<file path="config.mk">
export PLATFORM = sky130hd
export DESIGN_NAME = eoc_secded_fifo
export DESIGN_NICKNAME = d
export VERILOG_FILES = /design/src/rtl/eoc_fifo_pkg.sv /design/src/rtl/eoc_prio_arb.sv /design/src/rtl/eoc_tmr_store.sv /design/src/rtl/eoc_secded_fifo.sv
export SDC_FILE = /design/constraint.sdc
export NUM_CORES = 1
export LEC_CHECK = 0
export ABC_AREA = 1
export ABC_CLOCK_PERIOD_IN_PS = 17100
export BUFFER_PORTS_ARGS = -buffer_cell sky130_fd_sc_hd__buf_4
export CAP_MARGIN = 40
export CORE_ASPECT_RATIO = 0.6
export CORE_MARGIN = 5
export CORE_UTILIZATION = 52
export CTS_CLUSTER_SIZE = 30
export DETAILED_ROUTE_END_ITERATION = 7
export PLACE_DENSITY_LB_ADDON = 0.15
export SLEW_MARGIN = 15
export SYNTH_ARGS = -nofsm -noshare
export SYNTH_HDL_FRONTEND = slang
export SYNTH_HIERARCHICAL = 1
export SYNTH_SLANG_ARGS = --single-unit
export TNS_END_PERCENT = 50
</file>
<file path="constraint.sdc">
create_clock -name clk -period 17.1 [get_ports clk]
set_input_delay 2.565 -clock clk [delete_from_list [all_inputs] [get_ports clk]]
set_output_delay 2.565 -clock clk [all_outputs]
set_load 0.01 [all_outputs]
</file>
<file path="src/rtl/eoc_fifo_pkg.sv">
package eoc_fifo_pkg;

    localparam int ADDR_W = 8;
    localparam int TIME_W = 12;
    localparam int DATA_W = ADDR_W + 2 * TIME_W;
    localparam int CHK_W  = 6;                    // 2**CHK_W >= DATA_W + CHK_W + 1
    localparam int CODE_W = DATA_W + CHK_W + 1;   // bit 0 holds overall parity
    localparam int NCELL  = 1 << ADDR_W;

    typedef struct packed {
        logic [ADDR_W-1:0] addr;
        logic [TIME_W-1:0] le;
        logic [TIME_W-1:0] te;
    } hit_word_t;

    typedef logic [CODE_W-1:0] code_t;

    typedef struct packed {
        hit_word_t word;
        logic      sec;
        logic      ded;
    } dec_t;

    function automatic logic is_pow2(input int i);
        return (i & (i - 1)) == 0;
    endfunction

    // Positional Hamming layout: check bits at powers of two, data elsewhere.
    function automatic code_t secded_encode(input hit_word_t w);
        code_t             c;
        logic [DATA_W-1:0] d;
        int                k;
        logic              par;
        d = w;
        c = '0;
        k = 0;
        for (int i = 1; i < CODE_W; i++) begin
            if (!is_pow2(i)) begin
                c[i] = d[k];
                k++;
            end
        end
        for (int b = 0; b < CHK_W; b++) begin
            par = 1'b0;
            for (int i = 1; i < CODE_W; i++) begin
                if (((i >> b) & 1) == 1 && i != (1 << b)) par ^= c[i];
            end
            c[1 << b] = par;
        end
        c[0] = ^c[CODE_W-1:1];
        return c;
    endfunction

    function automatic dec_t secded_decode(input code_t c);
        dec_t              r;
        code_t             f;
        logic [CHK_W-1:0]  syn;
        logic [DATA_W-1:0] d;
        int                k;
        syn = '0;
        for (int i = 1; i < CODE_W; i++) begin
            if (c[i]) syn ^= CHK_W'(i);
        end
        f     = c;
        r.sec = 1'b0;
        r.ded = 1'b0;
        if (^c) begin
            if (int'(syn) < CODE_W) begin
                r.sec = 1'b1;
                if (syn != '0) f[syn] = ~f[syn];
            end else begin
                r.ded = 1'b1;
            end
        end else if (syn != '0) begin
            r.ded = 1'b1;
        end
        d = '0;
        k = 0;
        for (int i = 1; i < CODE_W; i++) begin
            if (!is_pow2(i)) begin
                d[k] = f[i];
                k++;
            end
        end
        r.word = d;
        return r;
    endfunction

endpackage

</file>
<file path="src/rtl/eoc_prio_arb.sv">
module eoc_prio_arb #(
    parameter int N  = 256,
    parameter int AW = 8
) (
    input  logic [N-1:0]  req,
    output logic          any,
    output logic [AW-1:0] idx
);
    always_comb begin
        idx = '0;
        for (int i = N - 1; i >= 0; i--) begin
            if (req[i]) idx = AW'(i);
        end
        any = |req;
    end
endmodule

</file>
<file path="src/rtl/eoc_tmr_store.sv">
module eoc_tmr_store #(
    parameter int DEPTH = 32,
    parameter int W     = 39
) (
    input  logic          clk,
    input  logic          rst,
    input  logic          push,
    input  logic [W-1:0]  wdata,
    input  logic          pop,
    output logic [W-1:0]  rdata,
    output logic [$clog2(DEPTH):0] occ,
    output logic          full,
    output logic          empty
);
    localparam int PW = $clog2(DEPTH);
    localparam int NCOPY = 3;

    logic [PW:0]  wp_q [NCOPY];
    logic [PW:0]  rp_q [NCOPY];
    logic [PW:0]  wp_v, rp_v;
    logic [W-1:0] mem  [DEPTH];

    // Majority vote across the three pointer copies
    assign wp_v = (wp_q[0] & wp_q[1]) | (wp_q[0] & wp_q[2]) | (wp_q[1] & wp_q[2]);
    assign rp_v = (rp_q[0] & rp_q[1]) | (rp_q[0] & rp_q[2]) | (rp_q[1] & rp_q[2]);

    // Every copy is rewritten from the voted value each cycle (scrubbing)
    always_ff @(posedge clk) begin
        for (int g = 0; g < NCOPY; g++) begin
            if (rst) begin
                wp_q[g] <= '0;
                rp_q[g] <= '0;
            end else begin
                wp_q[g] <= push ? wp_v + 1'b1 : wp_v;
                rp_q[g] <= pop  ? rp_v + 1'b1 : rp_v;
            end
        end
    end

    always_ff @(posedge clk) begin
        if (push) mem[wp_v[PW-1:0]] <= wdata;
    end

    assign rdata = mem[rp_v[PW-1:0]];
    assign occ   = wp_v - rp_v;
    assign full  = (occ == (PW+1)'(DEPTH));
    assign empty = (occ == '0);
endmodule

</file>
<file path="src/rtl/eoc_secded_fifo.sv">
module eoc_secded_fifo
    import eoc_fifo_pkg::*;
#(
    parameter int DEPTH = 32,
    parameter int CNT_W = 8
) (
    input  logic              clk,
    input  logic              rst,
    input  logic [NCELL-1:0]  cell_pending,
    output logic              grant_valid,
    output logic [ADDR_W-1:0] grant_addr,
    input  logic [TIME_W-1:0] bus_le,
    input  logic [TIME_W-1:0] bus_te,
    input  logic [CODE_W-1:0] seu_flip,
    output logic              out_valid,
    input  logic              out_ready,
    output logic [ADDR_W-1:0] out_addr,
    output logic [TIME_W-1:0] out_le,
    output logic [TIME_W-1:0] out_te,
    output logic              out_sec,
    output logic              out_ded,
    output logic [CNT_W-1:0]  sec_count
);
    localparam int PW = $clog2(DEPTH);

    logic              any_req;
    logic [ADDR_W-1:0] pick;
    logic              full, empty, pop;
    logic [PW:0]       occ;
    hit_word_t         in_word;
    code_t             wcode, rcode;
    dec_t              dec;
    logic [CNT_W-1:0]  cnt_q;

    eoc_prio_arb #(.N(NCELL), .AW(ADDR_W)) u_arb (
        .req (cell_pending),
        .any (any_req),
        .idx (pick)
    );

    assign grant_valid = any_req && !full;
    assign grant_addr  = pick;

    always_comb begin
        in_word.addr = pick;
        in_word.le   = bus_le;
        in_word.te   = bus_te;
        wcode        = secded_encode(in_word) ^ seu_flip;
    end

    eoc_tmr_store #(.DEPTH(DEPTH), .W(CODE_W)) u_store (
        .clk   (clk),
        .rst   (rst),
        .push  (grant_valid),
        .wdata (wcode),
        .pop   (pop),
        .rdata (rcode),
        .occ   (occ),
        .full  (full),
        .empty (empty)
    );

    assign out_valid = !empty;
    assign pop       = out_valid && out_ready;
    assign dec       = secded_decode(rcode);
    assign out_addr  = dec.word.addr;
    assign out_le    = dec.word.le;
    assign out_te    = dec.word.te;
    assign out_sec   = dec.sec;
    assign out_ded   = dec.ded;

    always_ff @(posedge clk) begin
        if (rst)                                 cnt_q <= '0;
        else if (pop && dec.sec && cnt_q != '1)  cnt_q <= cnt_q + 1'b1;
    end
    assign sec_count = cnt_q;
endmodule

</file>
# Yosys cells after proc, flatten, opt, wreduce, memory -nomap -nowiden
# Memories as Yosys holds them, arrays and structs flattened.
# Cells that the tools add are included.
[word_totals]
n_memories = 3
ramBits = 1284
out_inout_bits = 52
regBits = 8
[classes]
mux = 320
reduce_logical = 12
bitwise_logic = 139
n_eq_ne = 2
addsub = 4
order_cmp = 3
[memory_table]
columns = ["memory", "words", "width", "read_ports", "rd_ports_with_merged_regs", "write_ports", "line_no", "source"]
rows = [
  ["u_store.mem", 32, 39, 1, 0, 1, "eoc_tmr_store.sv:21", "logic [W-1:0] mem [DEPTH];"],
  ["u_store.rp_q", 3, 6, 3, 0, 3, "eoc_tmr_store.sv:19", "logic [PW:0] rp_q [NCOPY];"],
  ["u_store.wp_q", 3, 6, 3, 0, 3, "eoc_tmr_store.sv:18", "logic [PW:0] wp_q [NCOPY];"],
]
[ops]
columns = ["operator", "n"]
rows = [
  ["8-bit 2-to-1 mux", 256],
  ["256-bit OR reduction", 1],
  ["39-bit 2-to-1 mux", 3],
  ["6-bit 2-to-1 mux", 15],
  ["1-bit bitwise XOR", 84],
  ["5-bit 2-to-1 mux", 16],
  ["39-bit bitwise mux", 1],
  ["3-bit inverter", 13],
  ["39-bit parity", 1],
  ["39-bit bitwise XOR", 1],
  ["38-bit parity", 1],
  ["6-bit bitwise AND", 6],
  ["4-bit 2-to-1 mux", 8],
  ["2-bit inverter", 13],
  ["6-bit bitwise OR", 4],
  ["4-bit inverter", 5],
  ["1-bit 2-to-1 mux", 13],
  ["6-bit by 1-bit adder with 6-bit output (second input constant)", 2],
  ["3-bit 2-to-1 mux", 4],
  ["8-bit by 1-bit adder with 8-bit output (second input constant)", 1],
  ["8-bit != test (second input constant)", 1],
  ["6-bit by 7-bit less-than comparator with 1-bit output (second input constant)", 1],
  ["1-bit binary-select mux with 6-bit select", 1],
  ["1-bit demux with 6-bit select", 1],
  ["other kinds (13)", 28],
]

# Longest topological paths before layout
[logic_depth]
ltp_word = 263
mapped_depth = 262

# Cells and area by module
# Netlist, hierarchy kept.
[by_module_without_submodules]
columns = ["mod", "seq_area_each_um2", "n_inst", "cells_per_inst", "area_per_inst_um2"]
rows = [
  ["eoc_tmr_store", 37716.2, 1, 4361, 51244.1],
  ["eoc_prio_arb", 0.0, 1, 988, 4511.8],
  ["eoc_secded_fifo", 160.2, 1, 742, 4062.6],
]

# Worst setup path after synthesis
# Ideal clock, no wire load.
[synth_timing]
path_kind = "input port to output port"
from = "input cell_pending[254]"
to = "output grant_addr[0]"
path_slack_ns = 1.115
n_path_buf = 0
t_required_ns = 14.535
arrival_time_ns = 13.420
stages = 255
path_cell_list = "inv_1 nand2_1 nand2_1 nand2_1 nand2_1 nand2_1 nand2_1 nand2_1 nand2_1 nand2_1 nand2_1 nand2_1 nand2_1 nand2_1 nand2_1 nand2_1 nand2_1 nand2_1 [219 not listed] nand2_1 nand2_1 nand2_1 nand2_1 nand2_1 nand2_1 nand2_1 nand2_1 nand2_1 nand2_1 nand2_1 nand2_1 nand2_1 nand2_1 nand2_1 nand2_1 nand2_1 a21oi_2"
[synth_between]
elab_chain_cells = 255
[synth_lines]
columns = ["item", "line_no", "source"]
rows = [
  ["start: declaration", "eoc_secded_fifo.sv:9", "input logic [NCELL-1:0] cell_pending,"],
  ["8-bit 2-to-1 mux (255 in series)", "eoc_prio_arb.sv:12", "if (req[i]) idx = AW'(i);"],
  ["end: declaration", "eoc_secded_fifo.sv:11", "output logic [ADDR_W-1:0] grant_addr,"],
]
# No other way between the ends.

# Worst setup path in the final report
# Same ends and word-level chain as after synthesis.

==> impl_metrics.env <==
export IMPL_grt_max_degree=201
export IMPL_avgSynthCellArea_um2=9.82
export IMPL_h_tree_depth=3
export IMPL_grtUsageMet3_pct=5.97
export IMPL_cts_tree="built"
export IMPL_path_max_fanout=2
export IMPL_critPathKind="in2out"
export IMPL_pwr_share_comb_pct=51.9
export IMPL_n_antenna_cell=0
export IMPL_start_util_pct=52.4
export IMPL_clk_latency_ns=0.74
export IMPL_drt_first_pass_iters=5
export IMPL_min_period_over_period_pct=103
export IMPL_rsz0062_at_grt="yes"
export IMPL_clockBufferDepth=3
export IMPL_drt_iter0_markers=5817
export IMPL_setup_slack_ns=-0.474
export IMPL_routedWlPerCell_um=23.1
export IMPL_grt_pass1_wl_um=273000
export IMPL_cp_start_kind="primary input"
export IMPL_ys_warn_count=6
export IMPL_met2_usage_pct=45.1
export IMPL_numPortBuffers=373
export IMPL_routed_wl_um=186000
export IMPL_die_height_um=273
export IMPL_placed_area_mm2=0.0652
export IMPL_drcViolationCount=0
export IMPL_hp_class="reg2reg"
export IMPL_required_ns=14.53
export IMPL_worstSetupEndpointType="primary output"
export IMPL_cts_root_buf="clkbuf_16"
export IMPL_grt_total_usage_pct=30.0
export IMPL_power_switching_w=0.00613
export IMPL_pin_count=374
export IMPL_p_total_w=0.0132
export IMPL_gp_congestion=0.934
export IMPL_synthesis_nets=6423
export IMPL_routed_via_density=5.56
export IMPL_die_w_um=448
export IMPL_pwr_share_clk_pct=18.8
export IMPL_vias=44700
export IMPL_p_seq_share_pct=29.2
export IMPL_cap_violations=0
export IMPL_finalClockSkew_ns=0.0280
export IMPL_tightest_slew_ns=1.12
export IMPL_p_leak_nw=27.8
export IMPL_finalInstanceArea_mm2=0.0690
export IMPL_p_int_w=0.00710
export IMPL_area_growth_pct=15.4
export IMPL_finalHoldViolCount=0
export IMPL_clk_pin_slew_worst_paths_ns=0.06
export IMPL_violations="negative setup slack"
export IMPL_met1_usage_pct=45.1
export IMPL_status="finished with violations"
export IMPL_max_freq_mhz=56.9
export IMPL_grt_antenna_before_repair=3
export IMPL_crit_top_cell="nand2_1"
export IMPL_nets=6768
export IMPL_setup_viol=1
export IMPL_dp_hpwl_um=110000
export IMPL_final_util_pct=60.4
export IMPL_slew_headroom_pct=25.1
export IMPL_slowest_stage="a21oi_2"
export IMPL_switching_share_pct=46.4
export IMPL_synth_area_mm2=0.0598
export IMPL_drive_above_1_share_pct=13.6
export IMPL_antenna_left=0
export IMPL_cts_made_buffers=109
export IMPL_drv_slew=0
export IMPL_power_density_mw_per_mm2=192
export IMPL_rrSetupSlack_ns=9.68
export IMPL_die_area_mm2=0.122
export IMPL_rows=96
export IMPL_cts_sinks=1268
export IMPL_irDropWorstVdd_mv=0.574
export IMPL_core_area_mm2=0.114
export IMPL_critical_path_max_stage_delay_ns=0.17
export IMPL_grt_busiest_layer="met1"
export IMPL_fin_crit_ns=17.57
export IMPL_syn_inst=6089
export IMPL_grt_pass1_vias=41000
export IMPL_grt_ovfl_total=0
export IMPL_cp_arrival_ns=15.01
## power groups by stage
| stage | registers, W | clock network (W) | logic, W |
|---|---|---|---|
| floorplan | 0.00393 | 0 | 0.00449 |
| global placement | 0.00394 | 0 | 0.00645 |
| detailed placement | 0.00394 | 0 | 0.00653 |
| CTS | 0.00387 | 0.00251 | 0.00656 |
| global route | 0.00388 | 0.00265 | 0.00748 |
| finish | 0.00387 | 0.00249 | 0.00687 |
## per-layer routing
metal / vias to the layer above / routed length (um)
li1: 20900 / -
met1: 21300 / 78800
met2: 2250 / 82300
met3: 272 / 20200
met4: 0 / 4490
met5: - / 0
## final cells by class
cell class	count	area [um2]
flip-flops and latches	1268	37900
repair buffers	520	4630
fillers	9400	45200
inverters	398	2240
well taps	1519	1900
multi-input cells	4137	18800
clock buffers	131	2810
clock inverters	69	704
## repair_timing
action | 4_1_cts | 5_1_grt
buffers inserted | 1 | 2
gates resized for setup | 1 | 21
hold buffers | 0 | 0
pin swaps | 1 | 3
setup endpoints to repair | 1 | 193
gates cloned | 0 | 3
## sequential cells by signal, summed over array words and instances (netlist names)
name,cells
sec_count,8
u_store/wp_q,6
u_store/mem,1248
u_store/rp_q,6
## worst max-delay path: cells and delay by family
family / cells / cell delay, ns
simple gates: 253 / 12.05
compound gates: 1 / 0.17
buf+inv: 3 / 0.27
## through the flow
| step | worst slack [ns] | cells | TNS, ns | hold WS [ns] |
|---|---|---|---|---|
| floorplan | 1.12 | 6089 | 0 | 0.496 |
| global placement | -0.639 | 7794 | -1.63 | 0.481 |
| detailed placement | -0.516 | 7835 | -0.516 | 0.484 |
| CTS | -0.521 | 8036 | -0.521 | 0.500 |
| global route | -3.02 | 8042 | -231.52 | 0.543 |
| finish | -0.474 | 8042 | -0.474 | 0.497 |
## worst paths after layout
path                           start            end  depth (start not counted)
setup reg to reg  u_store/rp_q[2][0]   sec_count[4]                         32
setup / recovery   cell_pending[254]  grant_addr[0]                        257
hold reg to reg         sec_count[1]   sec_count[1]                          2
hold / removal          sec_count[1]   sec_count[1]                          2
## cells in the final DEF, fill, tap and decap left out, types with 22 or more instances in the layout
cell       instances
clkbuf_1          22
xnor2_1           60
clkbuf_16        111
inv_1            310
clkinv_1          25
edfxtp_1        1248
nand2_1         2483
inv_2             30
clkinv_2          22
nand3_1         1007
nor2_1           290
bufinv_8          52
buf_4            461
xor2_1            40
xor2_2            27
o21ai_0           43
nor2_4            32
buf_12            28
Power figures use the tool's default switching activity.
